===== src/rtl/spi_txn_pkg.sv =====
package spi_txn_pkg;

  localparam int TXN_MAX_BYTES = 4;
  localparam int TXN_W         = 8 * TXN_MAX_BYTES;
  localparam int TXN_BW        = $clog2(TXN_W + 1);

  typedef enum logic [1:0] {
    ST_IDLE = 2'd0,
    ST_XFER = 2'd1,
    ST_GAP  = 2'd2
  } txn_state_t;

  // Minimum deselect time rounded up to whole clock cycles, never below one.
  function automatic int unsigned gap_cycles(input longint unsigned clk_hz,
                                             input longint unsigned gap_ns);
    longint unsigned prod;
    longint unsigned cyc;
    prod = clk_hz * gap_ns + 64'd999_999_999;
    cyc  = prod / 64'd1_000_000_000;
    if (cyc == 64'd0) return 1;
    return 32'(cyc);
  endfunction

  // Length code to bit count: 00 -> 8, 01 -> 16, 1x -> 32.
  function automatic logic [TXN_BW-1:0] bits_for_len(input logic [1:0] sel);
    case (sel)
      2'b00:   return TXN_BW'(8);
      2'b01:   return TXN_BW'(16);
      default: return TXN_BW'(TXN_W);
    endcase
  endfunction

endpackage


===== src/rtl/spi_sclk_div.sv =====
module spi_sclk_div #(
  parameter int HALF = 2
) (
  input  logic clk,
  input  logic rst_n,
  input  logic run,
  output logic tick
);
  localparam int CW = (HALF > 1) ? $clog2(HALF) : 1;

  logic [CW-1:0] cnt;

  assign tick = run && (cnt == CW'(HALF - 1));

  always_ff @(posedge clk or negedge rst_n) begin
    if (!rst_n)     cnt <= '0;
    else if (!run)  cnt <= '0;
    else if (tick)  cnt <= '0;
    else            cnt <= cnt + CW'(1);
  end
endmodule


===== src/rtl/spi_gap_timer.sv =====
module spi_gap_timer #(
  parameter int unsigned GAP_CYC = 35
) (
  input  logic clk,
  input  logic rst_n,
  input  logic run,
  output logic expired
);
  localparam int GW = (GAP_CYC > 1) ? $clog2(GAP_CYC + 1) : 1;

  logic [GW-1:0] cnt;

  assign expired = run && (cnt == GW'(GAP_CYC - 1));

  always_ff @(posedge clk or negedge rst_n) begin
    if (!rst_n)        cnt <= '0;
    else if (!run)     cnt <= '0;
    else if (!expired) cnt <= cnt + GW'(1);
  end
endmodule


===== src/rtl/spi_shift_unit.sv =====
module spi_shift_unit
  import spi_txn_pkg::*;
(
  input  logic              clk,
  input  logic              rst_n,
  input  logic              load,
  input  logic [1:0]        len_sel,
  input  logic [TXN_W-1:0]  tx_word,
  input  logic              rise,
  input  logic              fall,
  input  logic              miso,
  output logic              mosi,
  output logic [TXN_W-1:0]  rx_bits,
  output logic              last_bit
);
  logic [TXN_W-1:0]  tx_sh;
  logic [TXN_BW-1:0] nbits;
  logic [TXN_BW-1:0] idx;

  assign mosi     = tx_sh[TXN_W-1];
  assign last_bit = (idx == nbits - TXN_BW'(1));

  always_ff @(posedge clk or negedge rst_n) begin
    if (!rst_n) begin
      tx_sh   <= '0;
      rx_bits <= '0;
      nbits   <= TXN_BW'(8);
      idx     <= '0;
    end else if (load) begin
      tx_sh   <= tx_word;
      rx_bits <= '0;
      nbits   <= bits_for_len(len_sel);
      idx     <= '0;
    end else begin
      if (rise) rx_bits <= {rx_bits[TXN_W-2:0], miso};
      if (fall) begin
        tx_sh <= {tx_sh[TXN_W-2:0], 1'b0};
        idx   <= idx + TXN_BW'(1);
      end
    end
  end
endmodule


===== src/rtl/spi_txn_engine.sv =====
module spi_txn_engine
  import spi_txn_pkg::*;
#(
  parameter int CLK_HZ    = 100_000_000,
  parameter int SCLK_HALF = 2,
  parameter int GAP_NS    = 350
) (
  input  logic        clk,
  input  logic        rst_n,
  input  logic        start,
  input  logic [1:0]  len_sel,
  input  logic [31:0] tx_word,
  output logic [31:0] rx_word,
  output logic        busy,
  output logic        done,
  output logic        sclk,
  output logic        mosi,
  input  logic        miso,
  output logic        cs_n
);
  localparam int unsigned GAP_CYC = gap_cycles(CLK_HZ, GAP_NS);

  txn_state_t st;

  logic evt_tick;
  logic evt_accept;
  logic evt_rise;
  logic evt_fall;
  logic evt_end;
  logic gap_end;
  logic last_bit;
  logic [TXN_W-1:0] rx_bits;
  logic [31:0] gap_len_w;

  assign gap_len_w  = GAP_CYC;
  assign evt_accept = (st == ST_IDLE) && start;
  assign evt_rise   = (st == ST_XFER) && evt_tick && !sclk;
  assign evt_fall   = (st == ST_XFER) && evt_tick && sclk;
  assign evt_end    = evt_fall && last_bit;
  assign busy       = (st != ST_IDLE);

  spi_sclk_div #(.HALF(SCLK_HALF)) u_div (
    .clk   (clk),
    .rst_n (rst_n),
    .run   (st == ST_XFER),
    .tick  (evt_tick)
  );

  spi_shift_unit u_shift (
    .clk      (clk),
    .rst_n    (rst_n),
    .load     (evt_accept),
    .len_sel  (len_sel),
    .tx_word  (tx_word),
    .rise     (evt_rise),
    .fall     (evt_fall),
    .miso     (miso),
    .mosi     (mosi),
    .rx_bits  (rx_bits),
    .last_bit (last_bit)
  );

  spi_gap_timer #(.GAP_CYC(GAP_CYC)) u_gap (
    .clk     (clk),
    .rst_n   (rst_n),
    .run     (st == ST_GAP),
    .expired (gap_end)
  );

  always_ff @(posedge clk or negedge rst_n) begin
    if (!rst_n) begin
      st      <= ST_IDLE;
      cs_n    <= 1'b1;
      sclk    <= 1'b0;
      done    <= 1'b0;
      rx_word <= '0;
    end else begin
      done <= evt_end;
      case (st)
        ST_IDLE: if (evt_accept) begin
          cs_n <= 1'b0;
          st   <= ST_XFER;
        end
        ST_XFER: begin
          if (evt_rise) sclk <= 1'b1;
          if (evt_fall) sclk <= 1'b0;
          if (evt_end) begin
            cs_n    <= 1'b1;
            rx_word <= rx_bits;
            st      <= ST_GAP;
          end
        end
        ST_GAP:  if (gap_end) st <= ST_IDLE;
        default: st <= ST_IDLE;
      endcase
    end
  end
endmodule


===== config.mk =====
export PLATFORM = sky130hd
export DESIGN_NAME = spi_txn_engine
export DESIGN_NICKNAME = d
export VERILOG_FILES = /design/src/rtl/spi_txn_pkg.sv /design/src/rtl/spi_sclk_div.sv /design/src/rtl/spi_gap_timer.sv /design/src/rtl/spi_shift_unit.sv /design/src/rtl/spi_txn_engine.sv
export SDC_FILE = /design/constraint.sdc
export NUM_CORES = 1
export LEC_CHECK = 0
export BUFFER_PORTS_ARGS = -buffer_cell sky130_fd_sc_hd__buf_2
export CAP_MARGIN = 0
export CORE_UTILIZATION = 56
export DETAILED_ROUTE_END_ITERATION = 10
export PLACE_DENSITY = 0.77
export SLEW_MARGIN = 20
export SYNTH_ARGS = -nofsm -noshare
export SYNTH_HDL_FRONTEND = slang
export SYNTH_SLANG_ARGS = --single-unit

===== constraint.sdc =====
create_clock -name clk -period 2.6 [get_ports clk]
set_clock_uncertainty 0.05 [all_clocks]
set_input_delay 0.78 -clock clk [delete_from_list [all_inputs] [get_ports clk]]
set_output_delay 0.78 -clock clk [all_outputs]
set_load 0.01 [all_outputs]

Word-level counts from Yosys, hierarchy flattened
Cells that the tools add are included.

storage, ports and cells
  register bits = 120
  bits of input ports = 38
  output and inout bits = 37
  logic and storage cells = 63

operators by class
  add/sub/neg operators = 4
  eq/ne operators = 9
  muxes and demuxes = 20
  reductions and logical operators = 19

operators with widths
  operator                                             number
  two-way mux 32 bit                                   4
  two-way mux 6 bit                                    4
  adder 6 x 1 -> 6 bit, second input constant          2
  one-hot mux 6 bit (2 select lines)                   1
  nonzero test 2 bit                                   5
  inequality test 2 bit, second input constant         4
  logical AND 1 bit                                    7
  equality test 6 bit                                  1
  equality test 6 bit, second input constant           1
  two-way mux 1 bit                                    6
  two-way mux 2 bit                                    3
  one-hot mux 2 bit (3 select lines)                   1
  AND reduction 3 bit                                  2
  subtractor 6 x 1 -> 6 bit, second input constant     1
  equality test 2 x 1 -> 1 bit, second input constant  2
  logical NOT 2 bit                                    2
  AND reduction 2 bit                                  2
  equality test 2 bit, second input constant           1
  one-hot mux 1 bit (2 select lines)                   1
  adder 1 bit, second input constant                   1
  logical NOT 1 bit                                    1

Depth between registers and ports, before layout
Gate-level depths: netlist of run 1.

  word-level depth = 7
  depth in mapped cells = 7
  gate-level depth less buffers = 6

By module
Synthesis of run 1 repeated with hierarchy kept, for this count alone.

unflattened totals
  cell total of the unflattened synthesis = 409
  area total of the unflattened synthesis = 5,136.2 sq um

modules (own cells, without submodules)
  module          instances  cells an instance  area each (sq um)  sequential area each (sq um)
  spi_shift_unit  1          284                3,195.6            1,828.0
  spi_txn_engine  1          88                 1,567.8            927.1
  spi_gap_timer   1          34                 331.6              150.1
  spi_sclk_div    1          3                  41.3               25.0

Worst setup path after synthesis of run 1
No wires, ideal clock.

  path kind = register to register
  start point = reg u_shift.nbits[3]
  end point = reg rx_word[0]
  library setup time = 0.125 ns
  arrival = 1.768 ns
  data required time = 2.425 ns
  setup slack = 0.656 ns
  stages on the path, launching flop included = 8
  path buffers = 1
  period minus slack after synthesis = 1.944 ns
  cell sequence = dfstp_2 inv_1 ha_1 xnor2_1 nor2_1 nand3_4 buf_6 mux2_4

between the ends
  longest elaborated chain between the ends = 4

RTL lines
  what                           line                  text
  from (decl)                    spi_shift_unit.sv:17  logic [TXN_BW-1:0] nbits;
  from (signal assigned)         spi_shift_unit.sv:32  nbits <= bits_for_len(len_sel);
  subtractor 6 x 1 -> 6 bit      spi_shift_unit.sv:21  assign last_bit = (idx == nbits - TXN_BW'(1));
  equality test 6 bit            spi_shift_unit.sv:21
  logical AND 1 bit              spi_txn_engine.sv:39  assign evt_end = evt_fall && last_bit;
  AND reduction 2 bit (no line)  -
  to (signal assigned)           spi_txn_engine.sv:89  rx_word <= rx_bits;
  to (decl)                      spi_txn_engine.sv:13  output logic [31:0] rx_word,

No other way between the ends.
A chain may end at the register's enable or synchronous reset.

Worst setup path after layout of run 1
  start point = reg u_shift.nbits[3]
  end point = reg rx_word[26]

The elaborated chain is that of the path after synthesis.

==> results of run 1 <==
[state kept, by name (all words and copies together), names as in the netlist]
name / count
rx_word: 32
u_shift.rx_bits: 32
u_shift.tx_sh: 32
u_gap.cnt: 6
u_shift.idx: 6
u_shift.nbits: 3
st: 2
cs_n: 1
done: 1
sclk: 1
u_div.cnt: 1
[critical path: cells and delay by family (launching register included)]
kind                       cells  cell delay, ns
DFF                            1            0.53
xor gates and xnor gates       1            0.15
and+or+nand+nor                2            0.17
adders and majority gates      1            0.30
buffers and inverters          2            0.55
muxes                          1            0.40
[Yosys cell counts, drive strengths merged, types with 2 or more instances]
cell and instances:
mux2 32, buf 5, o21ai 37, nand3b 3, nor2 16, dfstp 2
clkbuf 18, ha 4, nand3 4, dfrtp 115, and3 3, inv 5
nand2b 3, a22oi 30, a22o 2, xnor2 8, nand2 134, xor2 6
[path summary, 6_finish.rpt]
path,endpoint,start,cells past startpoint,slack [ns]
min reg2reg,u_div.cnt$_DFF_PN0_,u_div.cnt$_DFF_PN0_,1,0.41
min in group clk,u_div.cnt$_DFF_PN0_,u_div.cnt$_DFF_PN0_,1,0.41
min,rx_word[30]$_DFFE_PN0P_,rst_n,1,0.21
max in group asynchronous,u_shift.nbits[3]$_DFFE_PN1P_,rst_n,2,1.57
max reg2reg,rx_word[26]$_DFFE_PN0P_,u_shift.nbits[3]$_DFFE_PN1P_,7,0.33
max,rx_word[26]$_DFFE_PN0P_,u_shift.nbits[3]$_DFFE_PN1P_,7,0.33
[routing by layer]
layer,part of all wire [%],global-route usage (%)
met4,1.6,8.08
met5,0,0
met3,5.1,7.34
met2,49,37.4
met1,44,28.0
[cell type report]
type,count,area [µm²]
Multi-Input combinational cell,291,1810
Clock inverter,14,199
Fill cell,574,2320
Timing Repair Buffer,84,460
Inverter,5,18.8
Tap cell,105,131
Clock buffer,18,428
Sequential cell,117,2930
[cell usage in the layout (no fill, tap or decap), types with 2 or more instances in the layout]
| cell | n |
|---|---|
| a22o_1 | 2 |
| a22oi_1 | 30 |
| and3_1 | 3 |
| buf_2 | 73 |
| buf_4 | 10 |
| bufinv_16 | 4 |
| clkbuf_16 | 16 |
| clkbuf_8 | 2 |
| clkinv_2 | 2 |
| clkinv_4 | 3 |
| dfrtp_1 | 115 |
| dfstp_2 | 2 |
| ha_1 | 4 |
| inv_1 | 5 |
| inv_6 | 4 |
| mux2_2 | 4 |
| mux2_4 | 28 |
| nand2_1 | 134 |
| nand2b_1 | 3 |
| nand3_1 | 3 |
| nand3b_1 | 3 |
| nor2_1 | 14 |
| o21ai_0 | 37 |
| xnor2_1 | 8 |
| xor2_1 | 6 |
[cells by family (layout without fill, tap and decap cells)]
kind of cell	count (synthesis)	in the layout
AND/OR/NAND/NOR	169	169
flip-flops	117	117
AO/OA/AOI/OAI	71	71
multiplexers	33	33
buffers and inverters	28	121
XOR/XNOR	14	14
adder cells (fa/ha/maj)	4	4
[power by group]
part,switching [mW],internal (mW),total [mW]
logic,0.928,0.684,1.61
clock network,0.841,1.59,2.43
registers,0.360,2.38,2.74
total,2.13,4.65,6.78
[through the flow]
stage | worst slack (ns) | utilization [%] | cell area (µm²) | cells
after detailed placement | 0.332 | 64.5 | 5350 | 602
after floorplan | 0.656 | - | 4850 | 436
after global placement | 0.367 | 64.5 | 5350 | 602
after CTS | 0.318 | 72.0 | 5980 | 634
after global routing | 0.224 | 72.0 | 5980 | 634
final | 0.326 | 72.0 | 5980 | 634
==> summary.md, run 1 <==
| Metric | Value |
|---|---|
| Post-synthesis share of cell area spent on full adders, half adders and majority gates | 1.03% |
| Type of the worst setup path | register to register |
| Area grow syn2layout | 23.2% |
| Crit-path cells | inv_1, ha_1, xnor2_1, nor2_1, nand3_4, buf_4, mux2_2 |
| Relative slew slack | between 60% and 70% |
| Minimum clock period | between 2 and 2.5 ns |
| Fin crit share | 87.5% |
| Run status | finished, final reports clean |
| Wire length of the first global-routing pass | 15.4 mm |
| Arrival time of data at the critical path endpoint | about 2.6 ns |
| Number of vias per cell | 5.32 |
| Clock slew at reported path FFs | roughly 0.060 ns |
| Detailed-route wire length | 8.98 mm |
| Max Fclk | 440 MHz |
| Worst setup SP type | register |
| Antenna violations before repair | 0 |
| Initial detailed-routing violation count | 156 |
| Type of element capturing the critical path | register |
| Detailed-route DRC error count | 0 |
| Root buf cell | clkbuf_8 |
| Synthesis warning total | 0 |
| Power Dens Cells | roughly 1100 mW/mm² |
| Sinks on Clock Net | 117 |
| Summed negative setup slack over all endpoints | 0 ns |
| EDFF count, synth | 0 |
| Share of the yosys chip area belonging to registers | between 60% and 70% |
| Die height | 95.1 µm |
| Number of nets produced by synthesis | 478 |
| Final Slew Violations | 0 |
| Multiplexer share of the synthesized area | 9.80% |
| Share of synthesized registers carrying an async set or reset | 100% |
| Routed wire per std cell | 14.2 µm |
| LEAKAGE | 3.11 nW |
| Row count | 33 |
| Cell type with the highest aggregate area in the netlist | dfrtp_1 |
| Critical path peak fanout | 34 |
| Post-cts gate resize count | 0 |
| Required time at the worst-slack endpoint | between 2 and 3 ns |
| Count of buffers inserted at the top-level ports | 74 |
| Number of standard cells after synthesis | 436 |
| Core outline area | 0.00830 mm² |
| Unrepaired setup endpoints after global routing | false |
| CP peak stage delay | 0.53 ns |
| Residual antenna-violating net count after detailed routing | 0 |
| Global route total overflow | 0 |
| Number of buffers created by CTS | 17 |
| Number of maximum-capacitance violations | 0 |
| Number of failing setup endpoints in the final timing report | 0 |
| Number of detailed-route iterations in the first pass | 5 |
| Vias in the first global route | 3382 |
| Hold slack | 0.206 ns |
| Total I/O pin count | 75 |
| Global Route Usage Sum | 22.7% |
| Largest family of logic cells by synthesized area | simple AND/OR/NAND/NOR gates |
| Post-synthesis cell area | 0.00485 mm² |
| Portion of synthesized cell area occupied by the leading cell type | 59.3% |
| Count of hold-fix buffers inserted at cts | 0 |
| Cell with the largest stage delay on the worst path | dfstp_2 |
| Die Outline Area | 0.00904 mm² |
| Main synth FF type | dfrtp_1 |
| Overall power | 6.78 mW |
| Maximum number of pins on one net before global-route repair | 65 |
| Count of different cell masters after synthesis | 31 |
| Classification of the worst-slack hold path | primary input to asynchronous set/reset pin |
| TritonCTS clock tree | done |
| Transition time at the pin with the least slew margin | between 0.5 and 0.6 ns |
| Antenna Diode Count | 0 |
| Layout net count | between 500 and 600 |
| FF+latch count, synth | 117 |
| Synthesized-area fraction occupied by ao, oa, aoi and oai cells | under 10% |
| Detailed placer's ending HPWL | 5.55 mm |
| H-tree levels | 4 |
| Worst-skew pair later-pin latency | 0.52 ns |
| XOR/XNOR share of the synthesized area | 2.53% |
| Buffer levels on the longest clock path | 2 |
| Worst VDD drop | 867 µV |
| Fin. Hold Viols | 0 |
| Placer Congestion | 0.746 |
| Simple-gate portion of the synthesized area | 14.5% |
| Ranking of synthesized cells by area | dfrtp_1 (59%), nand2_1 (10%), mux2_4 (8.7%) |
| Initial core utilization | between 50% and 60% |
| Width of the chip | 95.1 µm |
| Setup repair bufs after CTS | 0 |
| Proportion of layout cells with a drive suffix above 1 | 29.1% |
| Routed via count | around 3400 |
| Avg Inst Size Synth | 11.1 µm² |
No activity file was read; power rests on OpenSTA's default activity.
==> run 2, diff against run 1 <==
--- a/config.mk
+++ b/config.mk
@@ -9,6 +9,7 @@
 export CAP_MARGIN = 0
 export CORE_UTILIZATION = 56
 export DETAILED_ROUTE_END_ITERATION = 10
+export MAX_ROUTING_LAYER = met4
 export PLACE_DENSITY = 0.77
 export SLEW_MARGIN = 20
 export SYNTH_ARGS = -nofsm -noshare
==> summary.md, run 2 (same netlist as run 1, synthesis figures left out) <==
| Metric | Value |
|---|---|
| Run status | finished, final reports clean |
| Residual antenna-violating net count after detailed routing | 0 |
| Routed via count | 3394 |
| Root buf cell | clkbuf_8 |
| Highest-count cells in the layout ignoring fill and taps | nand2_1 (134), dfrtp_1 (115), buf_2 (73) |
| Detailed-route wire length | 8.99 mm |
| Setup WS post-layout | 0.328 ns |
| Number of non-filler instances in the completed layout | 634 |
| Final Slew Violations | 0 |
| Cells after DPL | approximately 600 |
| Final cell utilization of the core | 72.0% |
| WL met2 | 4.44 mm |
| Global route total overflow | 0 |
| Buffer levels on the longest clock path | 2 |
| Row count | 33 |
| Vias in the first global route | 3384 |
| Required time at the worst-slack endpoint | 2.95 ns |
| Post-Route M1 WL | just under 4 mm |
| Wire length of the first global-routing pass | 15.4 mm |
| Cell with the largest stage delay on the worst path | dfstp_2 |
| Number of failing setup endpoints in the final timing report | 0 |
| Classification of the worst-slack hold path | primary input to asynchronous set/reset pin |
| Minimum clock period | 2.27 ns |
| Relative slew slack | 61.0% |
| TritonCTS clock tree | done |
| Crit-path cells | inv_1, ha_1, xnor2_1, nor2_1, nand3_4, buf_4, mux2_2 |
| Clock slew at reported path FFs | 0.06 ns |
| Die Outline Area | 0.00904 mm² |
| Antenna violations before repair | 0 |
| Core outline area | between 0.008 and 0.009 mm² |
| Top Registers | rx_word: 32 flops, u_shift.rx_bits: 32 flops, u_shift.tx_sh: 32 flops |
| Worst-skew pair later-pin latency | 0.52 ns |
| Count of hold-fix buffers inserted at cts | 0 |
| Initial detailed-routing violation count | 161 |
| Number of maximum-capacitance violations | 0 |
| Cell area reported after detailed placement | approximately 0.0054 mm² |
| Unrepaired setup endpoints after global routing | false |
| Most common cell after layout, fill and taps aside | nand2_1 |
| Arrival time of data at the critical path endpoint | 2.63 ns |
| CP peak stage delay | 0.53 ns |
| Number of buffers created by CTS | 17 |
| Hold slack | slightly above 0.2 ns |
| Overall power | 6.79 mW |
| Detailed-route DRC error count | 0 |
| Count of buffers inserted at the top-level ports | 74 |
| Die height | 95.1 µm |
| H-tree levels | 4 |
| LEAKAGE | 3.11 nW |
| Worst slack after detailed placement | between 0.3 and 0.4 ns |
| Width of the chip | 95.1 µm |
| Type of element capturing the critical path | register |
| Maximum number of pins on one net before global-route repair | 65 |
| Detailed placer's ending HPWL | 5.55 mm |
| Setup repair bufs after CTS | 0 |
| Transition time at the pin with the least slew margin | 0.585 ns |
| Placer Congestion | ~0.76 |
| Power Dens Cells | roughly 1100 mW/mm² |
| Initial core utilization | 58.5% |
| Global Route Usage Sum | 23.4% |
| Layout net count | 558 |
| Post-cts gate resize count | 0 |
| Fin crit share | 87.4% |
| DR WL met3 | between 400 and 500 µm |
| Proportion of layout cells with a drive suffix above 1 | 29.1% |
| Total I/O pin count | 75 |
| Number of detailed-route iterations in the first pass | 4 |
| Fin. Hold Viols | 0 |
| Worst VDD drop | slightly below 900 µV |
| Summed negative setup slack over all endpoints | 0 ns |
| Sinks on Clock Net | roughly 120 |
| Critical path peak fanout | 34 |
| Antenna Diode Count | 0 |
| Top routing layer in use | met4 |
| Routed wire per std cell | 14.2 µm |
| Number of vias per cell | approximately 5.4 |
| Max Fclk | 440 MHz |
| Area grow syn2layout | 23.2% |
| Type of the worst setup path | register to register |
| Final instance area | approximately 0.006 mm² |
| Worst setup SP type | register |
| Register-to-register setup slack | 0.33 ns |
run 2: power breakdown:
group	switching [mW]	internal (mW)	total [mW]
logic	0.926	0.684	1.61
clock network	0.846	1.59	2.44
registers	0.360	2.38	2.74
run 2: worst max-delay path, delay by kind of cell, from the launching register on:
kind	cells	cell delay (ns)
muxes	1	0.40
xor gates and xnor gates	1	0.15
and+or+nand+nor	2	0.17
DFF	1	0.53
buffers and inverters	2	0.55
adders and majority gates	1	0.30
run 2: final timing paths:
path | start | end | cells after the start
setup / recovery | u_shift.nbits[3]$_DFFE_PN1P_ | rx_word[26]$_DFFE_PN0P_ | 7
hold / removal | rst_n | u_shift.rx_bits[0]$_DFFE_PN0P_ | 1
setup reg to reg | u_shift.nbits[3]$_DFFE_PN1P_ | rx_word[26]$_DFFE_PN0P_ | 7
hold reg to reg | u_div.cnt$_DFF_PN0_ | u_div.cnt$_DFF_PN0_ | 1
max in group asynchronous | rst_n | u_shift.nbits[3]$_DFFE_PN1P_ | 2
min in group clk | u_div.cnt$_DFF_PN0_ | u_div.cnt$_DFF_PN0_ | 1
run 2: final cells by class:
| class | instances | area [µm²] |
|---|---|---|
| Sequential cell | 117 | 2930 |
| Fill cell | 574 | 2320 |
| Multi-Input combinational cell | 291 | 1810 |
| Timing Repair Buffer | 84 | 460 |
| Clock buffer | 18 | 428 |
| Clock inverter | 14 | 199 |
| Tap cell | 105 | 131 |
| Inverter | 5 | 18.8 |
run 2: layer usage:
layer / up-vias / GRT usage, %
li1: 1626 / -
met1: 1657 / 28.6
met2: 96 / 37.3
met3: 15 / 6.78
met4: 0 / 8.08
met5: - / -
==> run 3, diff against run 2 <==
--- a/config.mk
+++ b/config.mk
@@ -8,9 +8,11 @@
 export BUFFER_PORTS_ARGS = -buffer_cell sky130_fd_sc_hd__buf_2
 export CAP_MARGIN = 0
 export CORE_UTILIZATION = 56
+export CTS_CLUSTER_DIAMETER = 120
 export DETAILED_ROUTE_END_ITERATION = 10
 export MAX_ROUTING_LAYER = met4
 export PLACE_DENSITY = 0.77
+export REMOVE_ABC_BUFFERS = 1
 export SLEW_MARGIN = 20
 export SYNTH_ARGS = -nofsm -noshare
 export SYNTH_HDL_FRONTEND = slang
==> summary.md, run 3 (same netlist as run 1, synthesis figures left out) <==
| Metric | Value |
|---|---|
| Run status | finished, final reports clean |
| Classification of the worst-slack hold path | primary input to asynchronous set/reset pin |
| Vias in the first global route | 3236 |
| Sinks on Clock Net | 117 |
| Worst-skew pair later-pin latency | 0.51 ns |
| Type of element capturing the critical path | primary output |
| Worst slack after detailed placement | 0.561 ns |
| Placer Congestion | 0.780 |
| Root buf cell | clkbuf_8 |
| Count of hold-fix buffers inserted at cts | 0 |
| Width of the chip | between 90 and 100 µm |
| Minimum clock period | 2.15 ns |
| Cell with the largest stage delay on the worst path | dfrtp_1 |
| Detailed-route DRC error count | 0 |
| Antenna Diode Count | 0 |
| Row count | 33 |
| Fin crit share | 82.8% |
| Antenna violations before repair | 0 |
| Detailed placer's ending HPWL | 5.72 mm |
| Count of buffers inserted at the top-level ports | 74 |
| H-tree levels | 4 |
| Initial detailed-routing violation count | 158 |
| Fin. Hold Viols | 0 |
| Detailed-route wire length | 9.19 mm |
| Critical path peak fanout | 6 |
| Filler Cells Inserted | 576 |
| Overall power | 6.66 mW |
| Required time at the worst-slack endpoint | 1.77 ns |
| Routed via count | about 3400 |
| Number of vias per cell | 5.37 |
| Total I/O pin count | 75 |
| Wire length of the first global-routing pass | 15.2 mm |
| Highest-count cells in the layout ignoring fill and taps | nand2_1 (134), dfrtp_1 (115), buf_2 (73) |
| Unrepaired setup endpoints after global routing | false |
| Global route total overflow | 0 |
| Power Dens Cells | 1120 mW/mm² |
| Crit-path cells | nor2_1, inv_1, buf_2 |
| Number of maximum-capacitance violations | 0 |
| TritonCTS clock tree | done |
| Residual antenna-violating net count after detailed routing | 0 |
| Final Slew Violations | 0 |
| Routed wire per std cell | 14.5 µm |
| Worst setup SP type | register |
| Transition time at the pin with the least slew margin | 0.693 ns |
| Post-cts gate resize count | 0 |
| Number of buffers created by CTS | 17 |
| Layout net count | 556 |
| Core outline area | 0.00830 mm² |
| Die height | 95.1 µm |
| Cells after DPL | 600 |
| Die Outline Area | roughly 0.009 mm² |
| Setup WS post-layout | ~0.45 ns |
| Buffers plus inverters on the worst setup path | 2 |
| Type of the worst setup path | register to primary output |
| Buffer levels on the longest clock path | 2 |
| Summed negative setup slack over all endpoints | 0 ns |
| Setup repair bufs after CTS | 0 |
| Worst VDD drop | 551 µV |
| Clock slew at reported path FFs | roughly 0.060 ns |
| LEAKAGE | 3.10 nW |
| CP peak stage delay | 0.45 ns |
| Max Fclk | 464 MHz |
| Most common cell after layout, fill and taps aside | nand2_1 |
| Family of cells with the greatest summed delay on the critical path | flip-flops |
| Global Route Usage Sum | 22.9% |
| Top Registers | rx_word: 32 flops, u_shift.rx_bits: 32 flops, u_shift.tx_sh: 32 flops |
| Arrival time of data at the critical path endpoint | roughly 1.3 ns |
| Area grow syn2layout | 23.2% |
| Proportion of layout cells with a drive suffix above 1 | 28.7% |
| Maximum number of pins on one net before global-route repair | 65 |
| Initial core utilization | 58.5% |
| Number of failing setup endpoints in the final timing report | 0 |
| Number of non-filler instances in the completed layout | 632 |
| Relative slew slack | 53.7% |
| Number of detailed-route iterations in the first pass | 4 |
## run 3: cell count changes in the layout (fill, tap and decap cells not counted), sizes merged
cell / delta
bufinv: -1
clkinv: -1
inv: -3
buf: -2
clkinvlp: +3
clkbuf: +2
## run 3: layout make-up
cell class	count	area, µm²	share of cell area, %
Multi-Input combinational cell	291	1810	30.4
Tap cell	105	131	2.20
Timing Repair Buffer	82	483	8.08
Sequential cell	117	2930	49.0
Inverter	5	18.8	0.314
Clock inverter	12	153	2.55
Clock buffer	20	445	7.45
## run 3: power by group
group          switching, mW  internal (mW)
Combinational          0.933          0.680
Sequential             0.367           2.38
Clock                  0.799           1.51
## run 3: per-layer routing
layer  vias up  part of all wire [%]  global-route usage [%]
met1      1672                    45                    29.2
met4         0                   1.5                    8.08
met3        17                   4.9                    6.94
met2        84                    49                    34.7
li1       1619                     -                       -
met5         -                     0                       -
## run 3: path summary, 6_finish.rpt
path,start,to,slack [ns],cells past startpoint
min in group clk,u_div.cnt$_DFF_PN0_,u_div.cnt$_DFF_PN0_,0.41,1
setup reg to reg,u_shift.nbits[3]$_DFFE_PN1P_,rx_word[25]$_DFFE_PN0P_,0.55,7
max in group asynchronous,rst_n,u_shift.nbits[3]$_DFFE_PN1P_,1.67,2
setup / recovery,st[1]$_DFFE_PN0P_,busy,0.45,3
hold / removal,rst_n,rx_word[30]$_DFFE_PN0P_,0.18,1
hold reg to reg,u_div.cnt$_DFF_PN0_,u_div.cnt$_DFF_PN0_,0.41,1
## run 3: per-stage QoR
step	util, %	cell area (µm²)	hold slack (ns)
2_1_floorplan	-	4740	0.367
3_3_place_gp	64.7	5370	0.379
3_5_place_dp	64.8	5380	0.393
4_1_cts	72.0	5980	0.184
5_1_grt	72.0	5980	0.203
6_report	72.0	5980	0.178
## run 3: worst reg2reg max path, delay by kind of cell, from the launching register on
kind          cells  cell delay (ns)
flops             1             0.54
simple gates      2             0.18
xor+xnor          1             0.15
buf+inv           2             0.32
fa+ha+maj         1             0.31
mux               1             0.39
